### src/rtl/ent_poll_pkg.sv
package ent_poll_pkg;
  localparam int unsigned WORD_W = 32;
  localparam int unsigned ADDR_W = 3;
  localparam logic [ADDR_W-1:0] OFS_DATA = 3'h0;
  localparam logic [ADDR_W-1:0] OFS_STAT = 3'h4;

  typedef logic [WORD_W-1:0] word_t;

  typedef enum logic [1:0] {
    SEL_NONE = 2'd0,
    SEL_DATA = 2'd1,
    SEL_STAT = 2'd2
  } rd_sel_e;
endpackage

### src/rtl/ent_fetch_ctrl.sv
module ent_fetch_ctrl
  import ent_poll_pkg::*;
(
  input  logic  clk_i,
  input  logic  rst_ni,
  input  logic  consume_i,
  input  logic  ack_i,
  input  word_t ent_data_i,
  output logic  req_o,
  output logic  valid_o,
  output word_t word_o
);
  logic  req_q, valid_q;
  word_t word_q;
  logic  fill;

  assign fill = req_q & ack_i;

  always_ff @(posedge clk_i or negedge rst_ni) begin
    if (!rst_ni) begin
      req_q   <= 1'b1;
      valid_q <= 1'b0;
      word_q  <= '0;
    end else if (fill) begin
      req_q   <= 1'b0;
      valid_q <= 1'b1;
      word_q  <= ent_data_i;
    end else if (consume_i) begin
      req_q   <= 1'b1;
      valid_q <= 1'b0;
      word_q  <= '0;
    end
  end

  assign req_o   = req_q;
  assign valid_o = valid_q;
  assign word_o  = word_q;

  a_r2_req_hold: assert property (@(posedge clk_i) disable iff (!rst_ni)
    req_q && !ack_i |=> req_q);
  a_r2_stray_ack: assert property (@(posedge clk_i) disable iff (!rst_ni)
    !req_q && !consume_i |=> $stable(word_q) && valid_q);
  a_r3_fill: assert property (@(posedge clk_i) disable iff (!rst_ni)
    req_q && ack_i |=> valid_q && !req_q && word_q == $past(ent_data_i));
  a_r4_consume: assert property (@(posedge clk_i) disable iff (!rst_ni)
    consume_i |=> !valid_q && req_q);
  a_r7_never_idle: assert property (@(posedge clk_i) disable iff (!rst_ni)
    valid_q || req_q);
endmodule

### src/rtl/ent_reg_read.sv
module ent_reg_read
  import ent_poll_pkg::*;
(
  input  logic              clk_i,
  input  logic              rst_ni,
  input  logic              rd_en_i,
  input  logic [ADDR_W-1:0] rd_addr_i,
  input  logic              valid_i,
  input  word_t             word_i,
  output logic              consume_o,
  output word_t             rdata_o
);
  rd_sel_e sel;
  word_t   rdata_d, rdata_q;

  always_comb begin
    sel = SEL_NONE;
    if (rd_en_i) begin
      if (rd_addr_i == OFS_DATA)      sel = SEL_DATA;
      else if (rd_addr_i == OFS_STAT) sel = SEL_STAT;
    end
  end

  always_comb begin
    unique case (sel)
      SEL_DATA: rdata_d = valid_i ? word_i : '0;
      SEL_STAT: rdata_d = {{(WORD_W-1){1'b0}}, valid_i};
      default:  rdata_d = '0;
    endcase
  end

  // only a read that finds a valid word consumes it
  assign consume_o = (sel == SEL_DATA) && valid_i;

  always_ff @(posedge clk_i or negedge rst_ni) begin
    if (!rst_ni)      rdata_q <= '0;
    else if (rd_en_i) rdata_q <= rdata_d;
  end

  assign rdata_o = rdata_q;

  a_r5_invalid_zero: assert property (@(posedge clk_i) disable iff (!rst_ni)
    rd_en_i && rd_addr_i == OFS_DATA && !valid_i |=> rdata_q == '0);
  a_r6_status_fmt: assert property (@(posedge clk_i) disable iff (!rst_ni)
    rd_en_i && rd_addr_i == OFS_STAT |=>
      rdata_q[WORD_W-1:1] == '0 && rdata_q[0] == $past(valid_i));
  a_r8_unmapped: assert property (@(posedge clk_i) disable iff (!rst_ni)
    rd_en_i && rd_addr_i != OFS_DATA && rd_addr_i != OFS_STAT |=> rdata_q == '0);
endmodule

### src/rtl/ent_poll_reg.sv
module ent_poll_reg
  import ent_poll_pkg::*;
(
  input  logic              clk_i,
  input  logic              rst_ni,
  input  logic              rd_en_i,
  input  logic [ADDR_W-1:0] rd_addr_i,
  output logic [WORD_W-1:0] rdata_o,
  output logic              ent_req_o,
  input  logic              ent_ack_i,
  input  logic [WORD_W-1:0] ent_data_i
);
  logic  consume, valid;
  word_t word;

  ent_reg_read u_read (
    .clk_i     (clk_i),
    .rst_ni    (rst_ni),
    .rd_en_i   (rd_en_i),
    .rd_addr_i (rd_addr_i),
    .valid_i   (valid),
    .word_i    (word),
    .consume_o (consume),
    .rdata_o   (rdata_o)
  );

  ent_fetch_ctrl u_fetch (
    .clk_i      (clk_i),
    .rst_ni     (rst_ni),
    .consume_i  (consume),
    .ack_i      (ent_ack_i),
    .ent_data_i (ent_data_i),
    .req_o      (ent_req_o),
    .valid_o    (valid),
    .word_o     (word)
  );

  a_r1_req_out_of_reset: assert property (@(posedge clk_i)
    $rose(rst_ni) |-> ent_req_o);
endmodule

### config.mk
export PLATFORM = sky130hd
export DESIGN_NAME = ent_poll_reg
export DESIGN_NICKNAME = d
export VERILOG_FILES = /design/src/rtl/ent_poll_pkg.sv /design/src/rtl/ent_fetch_ctrl.sv /design/src/rtl/ent_reg_read.sv /design/src/rtl/ent_poll_reg.sv
export SDC_FILE = /design/constraint.sdc
export NUM_CORES = 1
export LEC_CHECK = 0
export ABC_AREA = 1
export BUFFER_PORTS_ARGS = -buffer_cell sky130_fd_sc_hd__buf_4
export CAP_MARGIN = 40
export CORE_MARGIN = 1
export CORE_UTILIZATION = 31
export DETAILED_ROUTE_END_ITERATION = 6
export SLEW_MARGIN = 0
export SYNTH_ARGS = -nofsm -noshare
export SYNTH_HDL_FRONTEND = slang
export SYNTH_SLANG_ARGS = --single-unit
### constraint.sdc
create_clock -name clk_i -period 3.2 [get_ports clk_i]
set_input_delay 0.8 -clock clk_i [delete_from_list [all_inputs] [get_ports clk_i]]
set_output_delay 0.8 -clock clk_i [all_outputs]
set_load 0.1 [all_outputs]
==> impl_metrics.env, run 1 <==
export IMPL_status="complete, no violations"
export IMPL_setup_viol=0
export IMPL_die_w_um=95.2
export IMPL_fin_cells=474
export IMPL_syn_area_sq_um=2690
export IMPL_ir_drop_uv=269
export IMPL_power_density_nw_per_um2=658
export IMPL_yosysTopAreaCell="dfrtp_1"
export IMPL_fin_skew_ns=0.00701
export IMPL_crit_chain="buf_4 -> nor2_1 -> nand2_1 -> nor2_1 -> ha_1 -> nand2_2 -> inv_2 -> nand3_1 -> nand2_1"
export IMPL_syn_num_nets=339
export IMPL_worstSkewPairLatency_ns=0.34
export IMPL_hold_viol_final=0
export IMPL_p_total_w=0.00229
export IMPL_start_kind="input port"
export IMPL_clock_sinks=66
export IMPL_crit_start="rd_addr_i[1]"
export IMPL_grt_antenna_before_repair=0
export IMPL_ctsRootBufferMaster="clkbuf_8"
export IMPL_core_area_sq_um=8300
export IMPL_initial_core_util=0.325
export IMPL_tns_ns=0
export IMPL_finalCritPeriodShare=0.659
export IMPL_cts_setup_buffers=0
export IMPL_gp_congestion=0.726
export IMPL_hold_start="u_read.rdata_o[17]$_DFFE_PN0P_"
export IMPL_cts_inserted_buffers=9
export IMPL_worst_path_max_fanout=31
export IMPL_wl_per_cell_um=13.1
export IMPL_max_slew_margin_rel=0.454
export IMPL_hold_path_class="register to register"
export IMPL_synth_area_leaders="dfrtp_1 60%, nand2_1 18%, nand3_1 12%"
export IMPL_worst_ep_required_time_ns=3.48
export IMPL_r2r_slack_ns=1.61
export IMPL_seq_area_frac_synth=0.614
export IMPL_via_per_inst=4.52
export IMPL_syn_to_final_growth_pct=29.0
export IMPL_n_antenna_cell=0
export IMPL_crit_arrival_ns=2.39
export IMPL_rows=33
export IMPL_finalWirelength_um=6200
export IMPL_htreeDepth=3
export IMPL_grt_usage=0.152
export IMPL_fin_util=0.419
export IMPL_dieArea_sq_um=9070
export IMPL_p_leak_nw=1.97
export IMPL_holdPathStages=2
export IMPL_cap_violations=0
export IMPL_reg2reg_depth=5
export IMPL_dieHeight_um=95.2
export IMPL_worstSetupEndpointType="register"
export IMPL_r2r_start="u_fetch.req_o$_DFFE_PN1P_"
export IMPL_ys_types=14
export IMPL_timing_hold_ws_ns=0.482
export IMPL_grt_start_max_net_pins=67
export IMPL_hold_path_endpoint="u_read.rdata_o[17]$_DFFE_PN0P_"
export IMPL_synth_warnings=0
export IMPL_dp_cells=458
export IMPL_post_route_drc_count=0
export IMPL_portBuffers=71
export IMPL_final_nets=405
export IMPL_firstDrtPassIters=4
export IMPL_slowest_delay_ns=0.50
export IMPL_cts_tree="yes"
export IMPL_num_vias=2141
export IMPL_grt_pass1_wl_um=10300
export IMPL_slew_viol_final=0
export IMPL_holdBufCountCts=0
export IMPL_drtIter0Drc=109
export IMPL_grt_pass1_vias=2105
export IMPL_rsz0062_at_grt="no"
export IMPL_cp_slowest_cell="inv_2"
export IMPL_clk_path_buf_depth=2
export IMPL_path_clk_slew_ns=0.07
export IMPL_ys_ff_latch=66
export IMPL_overflow=0
export IMPL_cts_resized=0
export IMPL_synth_top_area_share=0.604
export IMPL_drive_gt1_frac=0.257
export IMPL_critical_path_class="input port to register"
export IMPL_synth_area_per_cell_sq_um=9.04
export IMPL_dp_hpwl_um=3840
export IMPL_r2r_end="u_fetch.word_o[8]$_DFFE_PN0P_"
export IMPL_ant_nets=0
export IMPL_io_pins=72
export IMPL_tightest_slew_ns=0.819
export IMPL_period_minus_slack_ns=2.11
export IMPL_fmax_mhz=474
export IMPL_netlist_instances=298
==> power by group <==
part	leakage, nW	total [W]	switching (W)	internal [W]
registers	0.875	0.00112	0.000100	0.00102
clock network	0.109	0.000763	0.000306	0.000457
logic	0.981	0.000401	0.000253	0.000148
total	1.97	0.00229	0.000659	0.00163
==> cell families (layout without fill, tap and decap cells) <==
group,count (synthesis),after routing,synth area share
compound gates,3,3,0.00557
fa+ha+maj,2,2,0.00929
buf+inv,27,98,0.0557
flops,66,66,0.614
simple gates,200,200,0.316
==> placed cells by master, fill, tap and decap left out, drive strengths merged <==
cell / netlist / routed
dfstp: 1 / 1
nand3: 63 / 63
o21ai: 3 / 3
clkinvlp: 0 / 1
inv: 9 / 9
clkinv: 0 / 2
ha: 2 / 2
dfrtp: 65 / 65
nor2: 4 / 4
nand2: 133 / 133
bufinv: 0 / 2
buf: 18 / 73
clkbuf: 0 / 11
==> layout make-up <==
| class | count | area [sq um] |
|---|---|---|
| repair buffers | 73 | 548 |
| inverters | 9 | 33.8 |
| well taps | 105 | 131 |
| clock inverters | 5 | 77.6 |
| clock buffers | 11 | 141 |
| fillers | 839 | 4820 |
| flip-flops and latches | 66 | 1650 |
| multi-input cells | 205 | 891 |
==> synthesized netlist by cell type <==
master,instances
nand2_1,131
dfrtp_1,65
nand3_1,63
buf_2,12
inv_1,6
buf_4,3
buf_6,3
inv_2,3
nor2_1,3
o21ai_0,3
ha_1,2
nand2_2,2
dfstp_2,1
nor2_8,1
==> worst max-delay path: cells and delay by family <==
| family | cells | cell delay [ns] |
|---|---|---|
| adder cells (fa/ha/maj) | 1 | 0.21 |
| buffers and inverters | 2 | 0.61 |
| AND/OR/NAND/NOR | 6 | 0.75 |
==> registers in the layout, indices dropped and copies added, names as in the netlist <==
name,cells
u_fetch.req_o,1
u_fetch.valid_o,1
u_fetch.word_o,32
u_read.rdata_o,32
==> how the worst max path moves through the flow <==
| stage | endpoint | slack, ns | depth (start not counted) |
|---|---|---|---|
| after floorplan | u_read.rdata_o[10]$_DFFE_PN0P_ | 1.28 | 9 |
| after global placement | u_read.rdata_o[8]$_DFFE_PN0P_ | 0.75 | 9 |
| after detailed placement | u_read.rdata_o[8]$_DFFE_PN0P_ | 0.73 | 9 |
| after CTS | u_read.rdata_o[8]$_DFFE_PN0P_ | 1.11 | 9 |
| after global routing | u_read.rdata_o[26]$_DFFE_PN0P_ | 0.90 | 9 |
| final | u_read.rdata_o[8]$_DFFE_PN0P_ | 1.09 | 9 |
==> through the flow <==
step	worst slack, ns	cell area [sq um]
detailed placement	0.726	3260
global placement	0.746	3260
floorplan	1.28	2690
finish	1.09	3480
global route	0.900	3480
CTS	1.11	3480
==> per-layer routing <==
metal  GRT usage  part of all wire  wire length (um)
met3      0.0383             0.054               337
met1       0.192              0.45              2770
met2       0.243              0.48              3000
met5           0                 0                 0
met4      0.0720             0.016               101
(Power assumes the default switching activity.)
==> inputs of run 2 (changes only) <==
==> constraint.sdc (replaced) <==
create_clock -name clk_i -period 2.2 [get_ports clk_i]
set_input_delay 0.55 -clock clk_i [delete_from_list [all_inputs] [get_ports clk_i]]
set_output_delay 0.55 -clock clk_i [all_outputs]
set_load 0.1 [all_outputs]
==> run 2 against run 1 <==
- non-clock buffer count is 3 higher
- final cell count increased by 0.63%
- sequential power grew 46%
- combinational power up 48%
- count of clock-buffer cells in the layout is 1 lower
- worst setup slack worse by 0.62 ns
- clock power increased by 56%
- die area unchanged
- register-to-register slack worse by 0.94 ns
- sequential share of layout area fell by 0.66 points
- highest routed layer unchanged
==> impl_metrics.env, run 2 (same netlist as run 1, synthesis figures left out) <==
export IMPL_status="complete, no violations"
export IMPL_fin_util=0.425
export IMPL_critical_path_class="register to output pin"
export IMPL_fin_skew_ns=0.00572
export IMPL_rsz0062_at_grt="no"
export IMPL_tns_ns=0
export IMPL_core_area_sq_um=8300
export IMPL_slowest_delay_ns=0.55
export IMPL_period_minus_slack_ns=1.73
export IMPL_die_w_um=95.2
export IMPL_clk_path_buf_depth=2
export IMPL_final_cell_mix="131 x nand2_1, 75 x buf_4, 65 x dfrtp_1"
export IMPL_hold_path_class="input port to asynchronous set/reset pin"
export IMPL_grt_usage=0.149
export IMPL_io_pins=72
export IMPL_slew_viol_final=0
export IMPL_grt_pass1_wl_um=10200
export IMPL_n_antenna_cell=0
export IMPL_num_vias=2163
export IMPL_drive_gt1_frac=0.263
export IMPL_power_density_nw_per_um2=969
export IMPL_cts_inserted_buffers=9
export IMPL_cts_tree="yes"
export IMPL_cts_setup_buffers=0
export IMPL_max_slew_margin_rel=0.627
export IMPL_holdBufCountCts=0
export IMPL_clock_sinks=66
export IMPL_via_per_inst=4.53
export IMPL_fmax_mhz=579
export IMPL_grt_start_max_net_pins=67
export IMPL_hold_viol_final=0
export IMPL_worstSetupEndpointType="output pin"
export IMPL_final_common_cell="nand2_1"
export IMPL_post_route_drc_count=0
export IMPL_critical_path_top_delay_family="flip-flops"
export IMPL_multiInputGateArea_sq_um=891
export IMPL_final_nets=408
export IMPL_p_leak_nw=1.99
export IMPL_wl_per_cell_um=12.9
export IMPL_gp_congestion=0.701
export IMPL_finalWirelength_um=6140
export IMPL_grt_antenna_before_repair=0
export IMPL_worst_path_max_fanout=3
export IMPL_crit_arrival_ns=1.18
export IMPL_dieHeight_um=95.2
export IMPL_cts_resized=0
export IMPL_grt_pass1_vias=2169
export IMPL_portBuffers=71
export IMPL_htreeDepth=3
export IMPL_worstSkewPairLatency_ns=0.34
export IMPL_ir_drop_uv=346
export IMPL_initial_core_util=0.325
export IMPL_crit_chain="buf_4"
export IMPL_firstDrtPassIters=7
export IMPL_path_buf_inv=1
export IMPL_finalCritPeriodShare=0.785
export IMPL_regArea_sq_um=1650
export IMPL_dp_hpwl_um=3950
export IMPL_path_clk_slew_ns=0.07
export IMPL_ant_nets=0
export IMPL_rows=33
export IMPL_dieArea_sq_um=9070
export IMPL_drtIter0Drc=114
export IMPL_overflow=0
export IMPL_ctsRootBufferMaster="clkbuf_8"
export IMPL_start_kind="register"
export IMPL_nFillCells=821
export IMPL_cp_slowest_cell="dfstp_2"
export IMPL_worst_ep_required_time_ns=1.65
export IMPL_tightest_slew_ns=0.559
export IMPL_cap_violations=0
export IMPL_syn_to_final_growth_pct=30.8
export IMPL_setup_viol=0
## run 2: routing by layer
layer / wire (um) / part of all wire / track usage / vias to the layer above
li1: - / - / - / 1085
met1: 2820 / 0.46 / 0.202 / 1003
met2: 2890 / 0.47 / 0.227 / 69
met3: 354 / 0.058 / 0.0239 / 6
met4: 67 / 0.011 / 0.0846 / 0
met5: 0 / 0 / 0 / -
## run 2: layout make-up
type / count / share of cell area
Timing Repair Buffer: 76 / 0.165
Sequential cell: 66 / 0.469
Multi-Input combinational cell: 205 / 0.253
Clock inverter: 6 / 0.0298
Inverter: 9 / 0.00958
Clock buffer: 10 / 0.0362
Tap cell: 105 / 0.0373
## run 2: final timing paths
check,start,endpoint,slack (ns),cells after the start
min in group clk_i,ent_data_i[4],u_fetch.word_o[4]$_DFFE_PN0P_,0.41,3
worst min register to register,u_read.rdata_o[13]$_DFFE_PN0P_,u_read.rdata_o[13]$_DFFE_PN0P_,0.48,2
worst min-delay path,rst_ni,u_read.rdata_o[28]$_DFFE_PN0P_,0.21,2
worst max register to register,u_fetch.req_o$_DFFE_PN1P_,u_fetch.word_o[6]$_DFFE_PN0P_,0.67,4
worst max-delay path,u_fetch.req_o$_DFFE_PN1P_,ent_req_o,0.47,1
max in group asynchronous,rst_ni,u_fetch.req_o$_DFFE_PN1P_,1.69,2
## run 2: stage by stage
| step | worst slack, ns | instances | instance area, sq um | hold slack, ns | power, W |
|---|---|---|---|---|---|
| 6_report | 0.473 | 477 | 3520 | 0.206 | 0.00342 |
| 5_1_grt | 0.241 | 477 | 3520 | 0.227 | 0.00362 |
| 3_5_place_dp | 0.110 | 461 | 3290 | 0.472 | 0.00225 |
| 2_1_floorplan | 0.530 | 298 | 2690 | 0.254 | 0.00206 |
| 3_3_place_gp | 0.134 | 461 | 3290 | 0.471 | 0.00223 |
| 4_1_cts | 0.450 | 477 | 3520 | 0.211 | 0.00346 |
## run 2: power breakdown
| part | total (W) | switching [W] | internal [W] | leakage, nW |
|---|---|---|---|---|
| registers | 0.00163 | 0.000143 | 0.00149 | 0.875 |
| logic | 0.000594 | 0.000372 | 0.000222 | 1.00 |
| clock network | 0.00119 | 0.000444 | 0.000747 | 0.120 |
